$ cat src/rtl/psn_pkg.sv
package psn_pkg;

  typedef enum logic [1:0] {
    LEN_BASE   = 2'd0,
    LEN_DOUBLE = 2'd1,
    LEN_QUAD   = 2'd2,
    LEN_QUAD_B = 2'd3
  } len_sel_e;

  // extra shift above the minimum pulse length for a length code
  function automatic int unsigned len_shift(input logic [1:0] code);
    len_sel_e c;
    c = len_sel_e'(code);
    case (c)
      LEN_BASE:   return 0;
      LEN_DOUBLE: return 1;
      default:    return 2;
    endcase
  endfunction

endpackage

$ cat src/rtl/psn_fifo.sv
module psn_fifo #(
  parameter int W     = 8,
  parameter int DEPTH = 4
) (
  input  logic         clk,
  input  logic         rst_n,
  input  logic         push,
  input  logic         pop,
  input  logic [W-1:0] din,
  output logic [W-1:0] dout,
  output logic         empty,
  output logic         full
);
  localparam int AW = $clog2(DEPTH);
  localparam logic [AW:0] FULL_CNT = (AW+1)'(DEPTH);

  logic [W-1:0]  mem [DEPTH];
  logic [AW-1:0] wp_q, rp_q;
  logic [AW:0]   cnt_q;
  logic          do_push, do_pop;

  assign do_push = push && !full;
  assign do_pop  = pop && !empty;
  assign empty   = (cnt_q == '0);
  assign full    = (cnt_q == FULL_CNT);
  assign dout    = mem[rp_q];

  always_ff @(posedge clk) begin
    if (do_push) mem[wp_q] <= din;
  end

  always_ff @(posedge clk) begin
    if (!rst_n) begin
      wp_q  <= '0;
      rp_q  <= '0;
      cnt_q <= '0;
    end else begin
      if (do_push) wp_q <= wp_q + 1'b1;
      if (do_pop)  rp_q <= rp_q + 1'b1;
      case ({do_push, do_pop})
        2'b10:   cnt_q <= cnt_q + 1'b1;
        2'b01:   cnt_q <= cnt_q - 1'b1;
        default: cnt_q <= cnt_q;
      endcase
    end
  end
endmodule

$ cat src/rtl/psn_frame_ctl.sv
module psn_frame_ctl
  import psn_pkg::*;
#(
  parameter int LEN_LOG2_MIN = 14
) (
  input  logic       clk,
  input  logic       rst_n,
  input  logic       in_valid,
  input  logic       in_sof,
  input  logic [1:0] cfg_len_sel,
  input  logic       cfg_keep,
  output logic       to_local,
  output logic       to_fwd,
  output logic       head
);
  localparam int IW = LEN_LOG2_MIN + 4;

  logic          open_q, fwd_first_q;
  logic [IW-1:0] idx_q, lim_q, mask_q;
  logic [IW-1:0] len_new, lim_new;

  assign len_new = IW'(1) << (LEN_LOG2_MIN + int'(len_shift(cfg_len_sel)));
  assign lim_new = cfg_keep ? (len_new << 1) : len_new;

  always_comb begin
    to_local = 1'b0;
    to_fwd   = 1'b0;
    head     = 1'b0;
    if (in_valid) begin
      if (in_sof) begin
        to_local = 1'b1;
        head     = 1'b1;
      end else if (open_q) begin
        if (idx_q < lim_q) begin
          to_local = 1'b1;
          head     = ((idx_q & mask_q) == '0);
        end else begin
          to_fwd = 1'b1;
          head   = fwd_first_q;
        end
      end
    end
  end

  always_ff @(posedge clk) begin
    if (!rst_n) begin
      open_q      <= 1'b0;
      fwd_first_q <= 1'b0;
      idx_q       <= '0;
      lim_q       <= '0;
      mask_q      <= '0;
    end else if (in_valid && in_sof) begin
      open_q      <= 1'b1;
      fwd_first_q <= 1'b1;
      idx_q       <= IW'(1);
      lim_q       <= lim_new;
      mask_q      <= len_new - 1'b1;
    end else begin
      if (to_local) idx_q <= idx_q + 1'b1;
      if (to_fwd)   fwd_first_q <= 1'b0;
    end
  end
endmodule

$ cat src/rtl/strip_node.sv
module strip_node #(
  parameter int LEN_LOG2_MIN = 14,
  parameter int DW           = 16,
  parameter int FWD_DEPTH    = 16,
  parameter int ALIGN_DEPTH  = 16
) (
  input  logic          clk,
  input  logic          rst_n,
  input  logic [1:0]    cfg_len_sel,
  input  logic          cfg_keep,
  input  logic          up_valid,
  input  logic          up_sof,
  input  logic [DW-1:0] up_data,
  input  logic          ref_valid,
  input  logic          ref_sof,
  input  logic [DW-1:0] ref_data,
  output logic          loc_valid,
  output logic          loc_sop,
  output logic [DW-1:0] loc_ch,
  output logic [DW-1:0] loc_ref,
  output logic          ds_valid,
  input  logic          ds_ready,
  output logic          ds_sof,
  output logic [DW-1:0] ds_data,
  output logic          err_fwd_ovf,
  output logic          err_align_ovf
);
  localparam int TW = DW + 1;

  logic ch_to_local, ch_to_fwd, ch_head;
  logic ref_to_local, ref_fwd_unused, ref_head_unused;

  psn_frame_ctl #(.LEN_LOG2_MIN(LEN_LOG2_MIN)) u_ch_ctl (
    .clk, .rst_n,
    .in_valid(up_valid), .in_sof(up_sof),
    .cfg_len_sel, .cfg_keep,
    .to_local(ch_to_local), .to_fwd(ch_to_fwd), .head(ch_head)
  );

  psn_frame_ctl #(.LEN_LOG2_MIN(LEN_LOG2_MIN)) u_ref_ctl (
    .clk, .rst_n,
    .in_valid(ref_valid), .in_sof(ref_sof),
    .cfg_len_sel, .cfg_keep,
    .to_local(ref_to_local), .to_fwd(ref_fwd_unused), .head(ref_head_unused)
  );

  // forwarding path
  logic          fwd_full, fwd_empty;
  logic [TW-1:0] fwd_dout;

  psn_fifo #(.W(TW), .DEPTH(FWD_DEPTH)) u_fwd_fifo (
    .clk, .rst_n,
    .push(ch_to_fwd), .pop(ds_ready),
    .din({ch_head, up_data}), .dout(fwd_dout),
    .empty(fwd_empty), .full(fwd_full)
  );

  assign ds_valid = !fwd_empty;
  assign ds_sof   = !fwd_empty && fwd_dout[DW];
  assign ds_data  = fwd_dout[DW-1:0];

  // alignment path
  logic          chq_full, chq_empty, refq_full, refq_empty, pair_go;
  logic [TW-1:0] chq_dout;
  logic [DW-1:0] refq_dout;

  assign pair_go = !chq_empty && !refq_empty;

  psn_fifo #(.W(TW), .DEPTH(ALIGN_DEPTH)) u_ch_fifo (
    .clk, .rst_n,
    .push(ch_to_local), .pop(pair_go),
    .din({ch_head, up_data}), .dout(chq_dout),
    .empty(chq_empty), .full(chq_full)
  );

  psn_fifo #(.W(DW), .DEPTH(ALIGN_DEPTH)) u_ref_fifo (
    .clk, .rst_n,
    .push(ref_to_local), .pop(pair_go),
    .din(ref_data), .dout(refq_dout),
    .empty(refq_empty), .full(refq_full)
  );

  always_ff @(posedge clk) begin
    if (!rst_n) begin
      loc_valid <= 1'b0;
      loc_sop   <= 1'b0;
      loc_ch    <= '0;
      loc_ref   <= '0;
    end else begin
      loc_valid <= pair_go;
      loc_sop   <= pair_go && chq_dout[DW];
      if (pair_go) begin
        loc_ch  <= chq_dout[DW-1:0];
        loc_ref <= refq_dout;
      end
    end
  end

  always_ff @(posedge clk) begin
    if (!rst_n) begin
      err_fwd_ovf   <= 1'b0;
      err_align_ovf <= 1'b0;
    end else begin
      if (ch_to_fwd && fwd_full) err_fwd_ovf <= 1'b1;
      if ((ch_to_local && chq_full) || (ref_to_local && refq_full))
        err_align_ovf <= 1'b1;
    end
  end
endmodule

$ cat config.mk
export PLATFORM = sky130hd
export DESIGN_NAME = strip_node
export DESIGN_NICKNAME = d
export VERILOG_FILES = /design/src/rtl/psn_pkg.sv /design/src/rtl/psn_fifo.sv /design/src/rtl/psn_frame_ctl.sv /design/src/rtl/strip_node.sv
export SDC_FILE = /design/constraint.sdc
export NUM_CORES = 1
export LEC_CHECK = 0
export ABC_CLOCK_PERIOD_IN_PS = 3800
export BUFFER_PORTS_ARGS = -buffer_cell sky130_fd_sc_hd__clkbuf_2
export CAP_MARGIN = 20
export CORE_UTILIZATION = 56
export CTS_CLUSTER_SIZE = 12
export DETAILED_ROUTE_END_ITERATION = 8
export PLACE_DENSITY_LB_ADDON = 0.12
export SLEW_MARGIN = 25
export SYNTH_ARGS = -nofsm -noshare
export SYNTH_HDL_FRONTEND = slang
export SYNTH_HIERARCHICAL = 1
export SYNTH_SLANG_ARGS = --single-unit
export TNS_END_PERCENT = 100
$ cat constraint.sdc
create_clock -name clk -period 3.8 [get_ports clk]
set_input_delay 0.95 -clock clk [delete_from_list [all_inputs] [get_ports clk]]
set_output_delay 0.95 -clock clk [all_outputs]
set_load 0.01 [all_outputs]
==> results by group <==
Synthesis
  – Synthesized net count: 2376
  – Mapped Avg Cell Area: 17.1 µm²
  – Synthesis Warnings: 6
  – Synth Instances: 2274
  – Synthesized area: 39000 µm²

Finish
  – Fill cells: 4901
  – Final core utilization: 63.8%
  – Fin nets: 2533
  – Area Growth Syn to Fin: 12.4%
  – Fraction of layout cells with a size suffix above 1: 23.7%
  – Commonest cells after routing, fill and taps aside: edfxtp_1, mux4_2, dfxtp_1
  – Commonest non-fill, non-tap cell in the layout: edfxtp_1

Timing
  – Max Transition Viols Final: 0
  – Setup TNS: 0 ns
  – Final Hold Fails: 0
  – Final min period: 3.61 ns
  – Slew HR: 32.6%
  – Final setup violating endpoints: 0
  – Tcrit/Tclk final: 95.1%
  – RSZ-0062 raised after global routing: false
  – F_max: 277 MHz
  – Setup Skew: 0.0190 ns
  – Worst slew pin tran: 1.01 ns

Route
  – Iter 0 DRT Violations: 1655
  – Vias: 20900
  – # DRC: 0
  – Routed len/inst: 24.2 µm
  – Final wirelength: 83000 µm
  – ANT nets after route: 0
  – Vias per cell: 6.08
  – DR pass1 iterations: 5

Setup path
  – Kind of critical path: flop to primary output
  – CP Capture Type: primary output
  – WP data required: 2.85 ns
  – Max incr delay on CP: 0.55 ns
  – CP arrival: 2.66 ns
  – CP Launch Type: flop
  – CP max-delay cell: mux4_2
  – Crit-path cells: buf_12 -> mux4_2 -> a22oi_1 -> nand2_1 -> clkbuf_2
  – Worst-path fanout max: 41

Pwr
  – Power density over cell area: 525 nW/µm²
  – Leakage: 14.5 nW
  – Max VDD drop: 416 µV

Clock tree
  – TritonCTS clock tree: done
  – Root Driver: clkbuf_16
  – Clock Pin Slew Worst Setup and Hold Paths: 0.06 ns
  – Worst-Skew Late Latency: 0.65 ns
  – Clk buf depth: 3
  – CTS buffer count: 97
  – CTS Hold Bufs: 0
  – Sink Count: 970
  – Htree depth: 3

Place
  – Post-DP HPWL: 50600 µm
  – # port buffers: 95
  – Gpl congestion: 0.861

Status
  – Outcome: finished clean

GRT
  – First-pass GRT wire length: 127000 µm
  – Tot GR Track Use: 24.0%
  – Initial antenna violation count: 2
  – Largest net degree at the start of global routing: 103
  – GR Overflow Total: 0
  – Vias in the first global route: 21400

Floorplan
  – Die Wd: 266 µm
  – Core Region: 68700 µm²
  – IO Count: 96
  – Die ar.: 70700 µm²
  – Row cnt: 96
  – Die height: 266 µm
  – Starting density of the core: 56.7%

Run
  – Max_cap viols: 0

Hold path
  – Hold Crit Class: flop to flop
-- report_power, final --
group	switching (mW)	leakage [nW]	total (mW)	internal [mW]
combinational	1.24	4.46	2.24	1.01
clock	3.80	1.44	8.95	5.15
sequential	0.148	8.59	11.8	11.6
-- registers in the layout (all words and copies together), names as in the netlist, 14 cells and up, named ones only --
signal	count
u_ref_ctl/lim_q	14
u_ref_ctl/idx_q	18
u_ref_fifo/mem	256
u_ch_ctl/lim_q	14
u_ch_ctl/idx_q	18
loc_ch	16
loc_ref	16
u_fwd_fifo/mem	272
u_ch_fifo/mem	272
u_ch_ctl/mask_q	16
-- area by class of cell --
cell class,instances,area [µm²],area share (%)
diodes,1,2.50,0.00571
flip-flops and latches,970,27400,62.6
multi-input cells,1118,10800,24.6
clock inverters,20,188,0.428
well taps,931,1160,2.66
inverters,48,180,0.411
repair buffers,196,1300,2.96
clock buffers,146,2780,6.34
-- path summary, 6_finish.rpt --
check	start	to	slack [ns]	cells past startpoint
setup / recovery	flop	ds_data[7]	0.19	5
hold / removal	u_ref_ctl/lim_q[5]$_SDFFE_PN0P_	u_ref_ctl/lim_q[5]$_SDFFE_PN0P_	0.44	2
setup reg to reg	u_ch_ctl/idx_q[9]$_SDFFE_PP0P_	u_ch_fifo/cnt_q[4]$_SDFFE_PN0P_	0.32	15
hold reg to reg	u_ref_ctl/lim_q[5]$_SDFFE_PN0P_	u_ref_ctl/lim_q[5]$_SDFFE_PN0P_	0.44	2
-- layer usage --
metal | vias up | track usage (%) | wire, µm
li1 | 9306 | - | -
met1 | 10800 | 34.2 | 36100
met2 | 618 | 39.0 | 40600
met3 | 114 | 3.58 | 4530
met4 | 2 | 6.20 | 1710
met5 | - | 0 | 13
-- timing repair --
| item | in CTS | in global routing |
|---|---|---|
| endpoints found under the setup margin | 0 | 3 |
| gates resized for setup | 0 | 1 |
| buffers inserted | 0 | 1 |
| endpoints found under the hold margin | 0 | 0 |
-- per-stage QoR --
stage	setup WS (ns)	total power [mW]	hold slack [ns]	area, µm²	cells
global route	0.00400	23.7	0.471	43800	3429
detailed placement	0.219	14.3	0.437	40800	3262
floorplan	0.104	13.6	0.420	39000	2274
CTS	0.0939	23.2	0.445	43800	3428
global placement	0.393	14.2	0.427	40800	3262
finish	0.186	23.0	0.441	43800	3430
-- critical path: cells and delay by family (launching register included) --
family | cells | cell delay, ns
mux | 1 | 0.55
compound gates | 1 | 0.34
flops | 1 | 0.48
simple gates | 1 | 0.12
buf+inv | 2 | 0.50
Note: power is estimated with default switching activity, not from simulation.
